<file path="src/rtl/i2cTgtPkg.sv">
package i2cTgtPkg;
  localparam int FLAG_W = 7;
  // status / interrupt-enable bit positions
  localparam int F_ADDR   = 0;
  localparam int F_RXD    = 1;
  localparam int F_TXD    = 2;
  localparam int F_EMPTY  = 3;
  localparam int F_STOP   = 4;
  localparam int F_TXMODE = 5;
  localparam int F_GCALL  = 6;
  // register offsets
  localparam logic [2:0] A_CTRL = 3'd0;
  localparam logic [2:0] A_STAT = 3'd1;
  localparam logic [2:0] A_IEN  = 3'd2;
  localparam logic [2:0] A_OWN  = 3'd3;
  localparam logic [2:0] A_DATA = 3'd4;

  typedef struct packed {
    logic shiftIn;
    logic shiftOut;
    logic loadTx;
    logic captureRx;
  } dpCmd_t;

  typedef enum logic [2:0] {
    S_IDLE, S_ADDR, S_ACK, S_RX, S_TX, S_TXACK, S_TXWAIT, S_SKIP
  } tgtState_t;
endpackage

</file>
<file path="src/rtl/i2cTgtDatapath.sv">
module i2cTgtDatapath
  import i2cTgtPkg::*;
#(
  parameter int SYNC_STAGES = 2,
  parameter int ADDR_W      = 7
) (
  input  logic              clk,
  input  logic              rstN,
  input  logic              sclIn,
  input  logic              sdaIn,
  input  dpCmd_t            cmd,
  input  logic              dataWr,
  input  logic [7:0]        wrData,
  input  logic [ADDR_W-1:0] ownAddr,
  input  logic              gcEn,
  output logic              sclRise,
  output logic              sclFall,
  output logic              startSeen,
  output logic              stopSeen,
  output logic              sdaNow,
  output logic              txBit,
  output logic              txFull,
  output logic              ownHit,
  output logic              gcHit,
  output logic              rwBit,
  output logic [7:0]        rxData
);
  localparam int BYTE_W = ADDR_W + 1;

  logic [SYNC_STAGES:0] sclQ, sdaQ;
  logic sclNow, sclPrev, sdaPrev;
  logic [BYTE_W-1:0] shiftQ, txData;

  always_ff @(posedge clk) begin
    if (!rstN) begin
      sclQ <= '1;
      sdaQ <= '1;
    end else begin
      sclQ <= {sclQ[SYNC_STAGES-1:0], sclIn};
      sdaQ <= {sdaQ[SYNC_STAGES-1:0], sdaIn};
    end
  end

  assign sclNow    = sclQ[SYNC_STAGES-1];
  assign sclPrev   = sclQ[SYNC_STAGES];
  assign sdaNow    = sdaQ[SYNC_STAGES-1];
  assign sdaPrev   = sdaQ[SYNC_STAGES];
  assign sclRise   = sclNow & ~sclPrev;
  assign sclFall   = ~sclNow & sclPrev;
  assign startSeen = sclNow & sclPrev & sdaPrev & ~sdaNow;
  assign stopSeen  = sclNow & sclPrev & ~sdaPrev & sdaNow;

  always_ff @(posedge clk) begin
    if (!rstN) begin
      shiftQ <= '0;
      txData <= '0;
      txFull <= 1'b0;
      rxData <= '0;
    end else begin
      if (cmd.loadTx)        shiftQ <= txData;
      else if (cmd.shiftIn)  shiftQ <= {shiftQ[BYTE_W-2:0], sdaNow};
      else if (cmd.shiftOut) shiftQ <= {shiftQ[BYTE_W-2:0], 1'b1};
      if (dataWr) begin
        txData <= wrData;
        txFull <= 1'b1;
      end else if (cmd.loadTx) begin
        txFull <= 1'b0;
      end
      if (cmd.captureRx) rxData <= shiftQ;
    end
  end

  assign txBit  = shiftQ[BYTE_W-1];
  assign rwBit  = shiftQ[0];
  assign ownHit = (shiftQ[BYTE_W-1:1] == ownAddr) && (ownAddr != '0);
  assign gcHit  = gcEn && (shiftQ[BYTE_W-1:1] == '0);
endmodule

</file>
<file path="src/rtl/i2cTgtControl.sv">
module i2cTgtControl
  import i2cTgtPkg::*;
#(
  parameter int BYTE_W = 8
) (
  input  logic              clk,
  input  logic              rstN,
  input  logic              ifEn,
  input  logic              forceNack,
  input  logic              sclRise,
  input  logic              sclFall,
  input  logic              startSeen,
  input  logic              stopSeen,
  input  logic              sdaNow,
  input  logic              txBit,
  input  logic              txFull,
  input  logic              ownHit,
  input  logic              gcHit,
  input  logic              rwBit,
  output dpCmd_t            cmd,
  output logic              sdaOe,
  output logic              sclOe,
  output logic [FLAG_W-1:0] flagSet,
  output logic              stmVal
);
  localparam int CNT_W = $clog2(BYTE_W + 1);
  localparam logic [CNT_W-1:0] LAST_BIT  = CNT_W'(BYTE_W);
  localparam logic [CNT_W-1:0] LAST_FALL = CNT_W'(BYTE_W - 1);

  tgtState_t state;
  logic [CNT_W-1:0] bitCnt;
  logic ackLow, readMode, masterAck;
  logic byteEnd, addrHit, refill;

  assign byteEnd = sclFall && (bitCnt == LAST_BIT);
  assign addrHit = ownHit || gcHit;
  assign refill  = (state == S_ACK && sclFall && readMode) ||
                   (state == S_TXACK && sclFall && masterAck) ||
                   (state == S_TXWAIT);

  always_comb begin
    cmd.shiftIn   = sclRise && (state == S_ADDR || state == S_RX) && (bitCnt != LAST_BIT);
    cmd.shiftOut  = sclFall && (state == S_TX) && (bitCnt != LAST_FALL);
    cmd.loadTx    = refill && txFull;
    cmd.captureRx = (state == S_RX) && byteEnd;
    flagSet          = '0;
    flagSet[F_ADDR]  = (state == S_ADDR) && byteEnd && addrHit;
    flagSet[F_GCALL] = (state == S_ADDR) && byteEnd && gcHit;
    flagSet[F_RXD]   = cmd.captureRx;
    flagSet[F_TXD]   = (state == S_TXACK) && sclRise;
    flagSet[F_EMPTY] = cmd.loadTx;
    flagSet[F_STOP]  = stopSeen && ifEn;
    stmVal = rwBit;
    sdaOe  = (state == S_ACK && ackLow) || (state == S_TX && !txBit);
    sclOe  = (state == S_TXWAIT);
  end

  always_ff @(posedge clk) begin
    if (!rstN) begin
      state     <= S_IDLE;
      bitCnt    <= '0;
      ackLow    <= 1'b0;
      readMode  <= 1'b0;
      masterAck <= 1'b0;
    end else if (!ifEn || stopSeen) begin
      state <= S_IDLE;
    end else if (startSeen) begin
      state  <= S_ADDR;
      bitCnt <= '0;
    end else begin
      case (state)
        S_ADDR: begin
          if (sclRise && bitCnt != LAST_BIT) bitCnt <= bitCnt + CNT_W'(1);
          if (byteEnd) begin
            if (addrHit) begin
              state    <= S_ACK;
              ackLow   <= 1'b1;
              readMode <= rwBit;
            end else begin
              state <= S_SKIP;
            end
          end
        end
        S_ACK: if (sclFall) begin
          bitCnt <= '0;
          if (!readMode)   state <= S_RX;
          else if (txFull) state <= S_TX;
          else             state <= S_TXWAIT;
        end
        S_RX: begin
          if (sclRise && bitCnt != LAST_BIT) bitCnt <= bitCnt + CNT_W'(1);
          if (byteEnd) begin
            state  <= S_ACK;
            ackLow <= !forceNack;
          end
        end
        S_TX: if (sclFall) begin
          if (bitCnt == LAST_FALL) state <= S_TXACK;
          else bitCnt <= bitCnt + CNT_W'(1);
        end
        S_TXACK: begin
          if (sclRise) masterAck <= !sdaNow;
          if (sclFall) begin
            bitCnt <= '0;
            if (!masterAck)  state <= S_SKIP;
            else if (txFull) state <= S_TX;
            else             state <= S_TXWAIT;
          end
        end
        S_TXWAIT: if (txFull) begin
          state  <= S_TX;
          bitCnt <= '0;
        end
        default: ;
      endcase
    end
  end
endmodule

</file>
<file path="src/rtl/i2cTgtRegs.sv">
module i2cTgtRegs
  import i2cTgtPkg::*;
#(
  parameter int ADDR_W = 7
) (
  input  logic              clk,
  input  logic              rstN,
  input  logic              wrEn,
  input  logic [2:0]        regAddr,
  input  logic [7:0]        wrData,
  input  logic [7:0]        rxData,
  input  logic [FLAG_W-1:0] flagSet,
  input  logic              stmVal,
  output logic [7:0]        rdData,
  output logic              forceNack,
  output logic              gcEn,
  output logic              ifEn,
  output logic [ADDR_W-1:0] ownAddr,
  output logic              dataWr,
  output logic [FLAG_W-1:0] statusQ,
  output logic [FLAG_W-1:0] ienQ,
  output logic              irq
);
  logic [2:0] ctrlQ;
  logic [FLAG_W-1:0] statusNext;

  always_comb begin
    statusNext = statusQ;
    if (wrEn && regAddr == A_STAT) statusNext = statusNext & wrData[FLAG_W-1:0];
    statusNext = statusNext | flagSet;
    if (flagSet[F_ADDR]) statusNext[F_TXMODE] = stmVal;
  end

  always_ff @(posedge clk) begin
    if (!rstN) begin
      ctrlQ   <= '0;
      ienQ    <= '0;
      ownAddr <= '0;
      statusQ <= '0;
    end else begin
      if (wrEn && regAddr == A_CTRL) ctrlQ   <= wrData[2:0];
      if (wrEn && regAddr == A_IEN)  ienQ    <= wrData[FLAG_W-1:0];
      if (wrEn && regAddr == A_OWN)  ownAddr <= wrData[ADDR_W-1:0];
      statusQ <= statusNext;
    end
  end

  always_comb begin
    case (regAddr)
      A_CTRL:  rdData = {5'd0, ctrlQ};
      A_STAT:  rdData = 8'(statusQ);
      A_IEN:   rdData = 8'(ienQ);
      A_OWN:   rdData = 8'(ownAddr);
      A_DATA:  rdData = rxData;
      default: rdData = '0;
    endcase
  end

  assign forceNack = ctrlQ[0];
  assign gcEn      = ctrlQ[1];
  assign ifEn      = ctrlQ[2];
  assign dataWr    = wrEn && (regAddr == A_DATA);
  assign irq       = |(statusQ & ienQ);
endmodule

</file>
<file path="src/rtl/i2cTgt.sv">
module i2cTgt
  import i2cTgtPkg::*;
#(
  parameter int SYNC_STAGES = 2,
  parameter int ADDR_W      = 7
) (
  input  logic       clk,
  input  logic       rstN,
  input  logic       wrEn,
  input  logic [2:0] regAddr,
  input  logic [7:0] wrData,
  output logic [7:0] rdData,
  input  logic       sclIn,
  input  logic       sdaIn,
  output logic       sclOe,
  output logic       sdaOe,
  output logic       irq
);
  dpCmd_t dpCmd;
  logic sclRise, sclFall, startSeen, stopSeen, sdaNow, txBit, txFull;
  logic ownHit, gcHit, rwBit, forceNack, gcEn, ifEn, dataWr, stmVal;
  logic [7:0] rxData;
  logic [ADDR_W-1:0] ownAddr;
  logic [FLAG_W-1:0] flagSet, statusQ, ienQ;

  i2cTgtDatapath #(.SYNC_STAGES(SYNC_STAGES), .ADDR_W(ADDR_W)) u_dp (
    .clk(clk), .rstN(rstN), .sclIn(sclIn), .sdaIn(sdaIn), .cmd(dpCmd),
    .dataWr(dataWr), .wrData(wrData), .ownAddr(ownAddr), .gcEn(gcEn),
    .sclRise(sclRise), .sclFall(sclFall), .startSeen(startSeen), .stopSeen(stopSeen),
    .sdaNow(sdaNow), .txBit(txBit), .txFull(txFull), .ownHit(ownHit), .gcHit(gcHit),
    .rwBit(rwBit), .rxData(rxData)
  );

  i2cTgtControl #(.BYTE_W(ADDR_W + 1)) u_ctl (
    .clk(clk), .rstN(rstN), .ifEn(ifEn), .forceNack(forceNack),
    .sclRise(sclRise), .sclFall(sclFall), .startSeen(startSeen), .stopSeen(stopSeen),
    .sdaNow(sdaNow), .txBit(txBit), .txFull(txFull), .ownHit(ownHit), .gcHit(gcHit),
    .rwBit(rwBit), .cmd(dpCmd), .sdaOe(sdaOe), .sclOe(sclOe), .flagSet(flagSet),
    .stmVal(stmVal)
  );

  i2cTgtRegs #(.ADDR_W(ADDR_W)) u_regs (
    .clk(clk), .rstN(rstN), .wrEn(wrEn), .regAddr(regAddr), .wrData(wrData),
    .rxData(rxData), .flagSet(flagSet), .stmVal(stmVal), .rdData(rdData),
    .forceNack(forceNack), .gcEn(gcEn), .ifEn(ifEn), .ownAddr(ownAddr),
    .dataWr(dataWr), .statusQ(statusQ), .ienQ(ienQ), .irq(irq)
  );
endmodule

</file>
<file path="config.mk">
export PLATFORM = sky130hd
export DESIGN_NAME = i2cTgt
export DESIGN_NICKNAME = d
export VERILOG_FILES = /design/src/rtl/i2cTgtPkg.sv /design/src/rtl/i2cTgtDatapath.sv /design/src/rtl/i2cTgtControl.sv /design/src/rtl/i2cTgtRegs.sv /design/src/rtl/i2cTgt.sv
export SDC_FILE = /design/constraint.sdc
export NUM_CORES = 1
export LEC_CHECK = 0
export BUFFER_PORTS_ARGS = -buffer_cell sky130_fd_sc_hd__buf_2
export CAP_MARGIN = 0
export CORE_UTILIZATION = 60
export DETAILED_ROUTE_END_ITERATION = 6
export HOLD_SLACK_MARGIN = 0.02
export PLACE_DENSITY = 0.81
export SLEW_MARGIN = 5
export SYNTH_ARGS = -nofsm -noshare
export SYNTH_HDL_FRONTEND = slang
export SYNTH_SLANG_ARGS = --single-unit
</file>
<file path="constraint.sdc">
create_clock -name clk -period 4 [get_ports clk]
set_input_delay 0.4 -clock clk [delete_from_list [all_inputs] [get_ports clk]]
set_output_delay 0.4 -clock clk [all_outputs]
set_load 0.01 [all_outputs]
</file>
==> impl_results.rst <==
.. list-table::
   :header-rows: 1

   * - Metric
     - Value
   * - Outcome
     - finished, final reports clean
   * - Worst-skew pair later-pin latency
     - 350 ps
   * - Area share of the largest cell type after synthesis
     - 40.8%
   * - Worst slew margin
     - 35.9%
   * - Start point of the worst min-delay path
     - sclIn
   * - CP Capture Type
     - register
   * - IR Drop Worst-Case VDD
     - 0.297 mV
   * - PortBufs
     - 26
   * - Gate count of the mapped netlist
     - 369
   * - Leakage power summed over all cells
     - 1.42 nW
   * - Yosys warning count
     - 0
   * - Maximum clock insertion buffer count
     - 2
   * - Peak clock frequency supported by timing
     - 449 MHz
   * - Final Instance Count excl. Fillers
     - 463
   * - Critical register-to-register path endpoint
     - u_ctl.bitCnt[3]$_SDFFE_PN0P_
   * - Post-Route Utilization
     - 68.6%
   * - Switching power as a share of total power
     - 23.9%
   * - Critical path launch point
     - u_ctl.state[1]$_SDFFE_PP0P_
   * - EDFF count, synth
     - 0
   * - Number of buffers added for setup after CTS
     - 0
   * - Area of the core
     - 5110 sq um
   * - Vertical die dimension
     - 74.9 um
   * - I/O Pins
     - 27
   * - Accumulated negative setup slack
     - 0 ps
   * - Grt total ovfl
     - 0
   * - Worst EP required
     - 4290 ps
   * - Int Power
     - 932 uW
   * - Setup violators final
     - 0
   * - Clock root buffer master
     - sky130_fd_sc_hd__clkbuf_8
   * - Gpl congestion
     - 0.890
   * - Number of instances resized during post-cts repair
     - 0
   * - Slew Viols, Final
     - 0
   * - Cell Area, Synth
     - 3190 sq um
   * - Count leader, synth
     - sky130_fd_sc_hd__dfxtp_1
   * - Crit path DAT
     - 2520 ps
   * - Total iterations of the first detailed-routing run
     - 4
   * - Clock network power share
     - 39.7%
   * - Unrepaired setup endpoints after global routing
     - no
   * - Count of antenna diodes in the layout
     - 0
   * - Power share of the combinational group
     - 6.0%
   * - Tightest Pin Transition
     - 955 ps
   * - Primary flip-flop cell chosen by synthesis mapping
     - sky130_fd_sc_hd__dfxtp_1
   * - Via count of the first global-routing pass
     - 2486
   * - Largest cells by area after synthesis
     - sky130_fd_sc_hd__dfxtp_1 (41%), sky130_fd_sc_hd__mux2i_1 (13%), sky130_fd_sc_hd__a21oi_1 (5.3%), sky130_fd_sc_hd__nor2_1 (4.7%), sky130_fd_sc_hd__nand2_1 (3.9%)
   * - Period Utilization, post-route
     - 55.7%
   * - Die width
     - 74.9 um
   * - Yosys cell types
     - 57
   * - Via/cell ratio
     - 6.07
   * - Total GRT Usage
     - 29.3%
   * - Async S/R FF share, synth
     - 0%
   * - Placed insts
     - 449
   * - Post-layout nets
     - 408
   * - Cell row count
     - 26
   * - Wire per inst
     - 16.3 um
   * - End point of the critical path
     - u_ctl.bitCnt[3]$_SDFFE_PN0P_
   * - Hold buffer count at cts
     - 0
   * - Post-synth net total
     - 387
   * - Critical Path Fanout Max
     - 20
   * - First-pass GRT wire length
     - 12100 um
   * - Area of the die
     - 5610 sq um
   * - Worst Reg2Reg Path Length in Cells
     - 5
   * - Layout area overhead
     - 9.81%
   * - Avg Cell Area, Syn
     - 8.64 sq um
   * - Detailed Place HPWL
     - 5240 um
   * - DRT iter0 DRCs
     - 276
   * - Sequential share of power
     - 54.3%
   * - Hold Violations, Final
     - 0
   * - Tmin final
     - 2230 ps
   * - Share of final-layout standard cells stronger than drive strength 1
     - 13.2%
   * - Worst flop-to-flop path startpoint
     - u_ctl.state[1]$_SDFFE_PP0P_
   * - Number of nets with antenna violations after routing
     - 0
   * - Number of design rule violations left after detail routing
     - 0
   * - CTS clock-pin slew for the worst setup and hold paths
     - 70 ps
   * - Largest net degree at the start of global routing
     - 45
   * - Register-to-register setup slack
     - 1770 ps
   * - Htree depth
     - 3
   * - Most used standard cells in the synthesized netlist
     - sky130_fd_sc_hd__dfxtp_1 (65), sky130_fd_sc_hd__mux2i_1 (41), sky130_fd_sc_hd__nor2_1 (40), sky130_fd_sc_hd__a21oi_1 (34), sky130_fd_sc_hd__nand2_1 (33)
   * - Maximum capacitance violations
     - 0
   * - Number of CTS-inserted buffers
     - 9
   * - Clock Skew
     - 7.92 ps
   * - Sw power
     - 293 uW
   * - Clock tree from TritonCTS
     - yes
   * - Vias
     - 2812
   * - Power density normalized to cell area
     - 350 nW/um^2
   * - Starting density of the core
     - 62.4%
   * - Hold Path Class
     - input port to register
   * - Number of storage elements in the synthesis netlist
     - 65
   * - Type of the worst setup path
     - register to register
   * - Drt total wl
     - 7530 um
   * - Sequential-to-total area share from yosys stat
     - 40.8%
   * - Launching element type of the critical path
     - register
   * - Number of antenna violations at the first check in global routing
     - 0
   * - Total clock sinks
     - 65
   * - Largest area contributor in the netlist
     - sky130_fd_sc_hd__dfxtp_1
==> through the flow <==
stage	worst slack (ps)	hold WS, ps	total power, mW	cell area, sq um
2_1_floorplan	2140	386	0.726	3190
3_3_place_gp	1540	389	0.749	3330
3_5_place_dp	1540	394	0.750	3330
4_1_cts	1810	223	1.23	3500
5_1_grt	1610	231	1.27	3500
6_report	1770	232	1.22	3500
==> worst max-delay path: stages, from the launching register on <==
cell and delay (ps):
sky130_fd_sc_hd__dfxtp_1 690, sky130_fd_sc_hd__and3b_1 290, sky130_fd_sc_hd__or4_4 490, sky130_fd_sc_hd__or3_1 350, sky130_fd_sc_hd__o32a_1 300, sky130_fd_sc_hd__o21ai_2 50
==> worst min-delay path by stage <==
stage                                    endpoint  cells past startpoint
final                     u_dp.sclQ[0]$_SDFF_PN1_                      2
after global routing      u_dp.sclQ[0]$_SDFF_PN1_                      2
after CTS                 u_dp.sclQ[0]$_SDFF_PN1_                      2
after detailed placement  u_dp.sclQ[1]$_SDFF_PN1_                      1
after global placement    u_dp.sclQ[1]$_SDFF_PN1_                      1
after floorplan           u_dp.sclQ[1]$_SDFF_PN1_                      1
==> layer usage <==
layer / up-vias / track usage, % / routed length (um)
li1: 1369 / - / -
met1: 1330 / 40.9 / 3530
met2: 96 / 43.5 / 3400
met3: 17 / 8.57 / 457
met4: 0 / 9.64 / 136
met5: - / 0 / 0
==> layout make-up <==
class	count	area (sq um)
Multi-Input combinational cell	277	1770
Fill cell	442	1610
Sequential cell	65	1300
Clock buffer	11	151
Timing Repair Buffer	26	130
Tap cell	70	87.6
Inverter	11	41.3
Clock inverter	3	17.5
==> state kept, by name, summed over array words and instances, names as in the netlist, 4 cells and up <==
name            flops
u_dp.rxData         8
u_dp.shiftQ         8
u_dp.txData         8
u_regs.ienQ         7
u_regs.ownAddr      7
u_regs.statusQ      7
u_ctl.bitCnt        4
==> power by group through the flow <==
stage / logic [mW] / registers, mW / clock network, mW
2_1_floorplan: 0.0499 / 0.676 / 0
3_3_place_gp: 0.0701 / 0.678 / 0
3_5_place_dp: 0.0715 / 0.679 / 0
4_1_cts: 0.0720 / 0.664 / 0.494
5_1_grt: 0.0791 / 0.665 / 0.526
6_report: 0.0731 / 0.665 / 0.487
==> cells by family (layout without fill, tap and decap cells) <==
family	count (synthesis)	count (layout)	synth area share [%]
buf+inv	27	51	3.61
mux	42	42	13.6
xor+xnor	8	8	2.20
flops	65	65	40.8
compound gates	90	90	17.3
fa+ha+maj	2	2	0.784
simple gates	135	135	21.7
==> placed cells by master, fill, tap and decap left out, drive strengths merged, types with 2 or more instances in the layout <==
| cell | instances |
|---|---|
| nand2b | 10 |
| a31o | 2 |
| inv | 11 |
| mux2i | 41 |
| clkinv | 2 |
| a22oi | 6 |
| clkbuf | 11 |
| dfxtp | 65 |
| o21a | 2 |
| o22ai | 7 |
| xor2 | 7 |
| o211ai | 2 |
| nor4bb | 2 |
| and3b | 2 |
| nor3 | 6 |
| or3 | 3 |
| nand3 | 9 |
| nand2 | 33 |
| nor2b | 8 |
| or2 | 2 |
| buf | 26 |
| a21oi | 34 |
| ha | 2 |
| and4b | 3 |
| a211oi | 2 |
| o21ai | 22 |
| and2 | 2 |
| nor2 | 41 |
| nand3b | 5 |
| nor4 | 5 |
(Power assumes the default switching activity.)
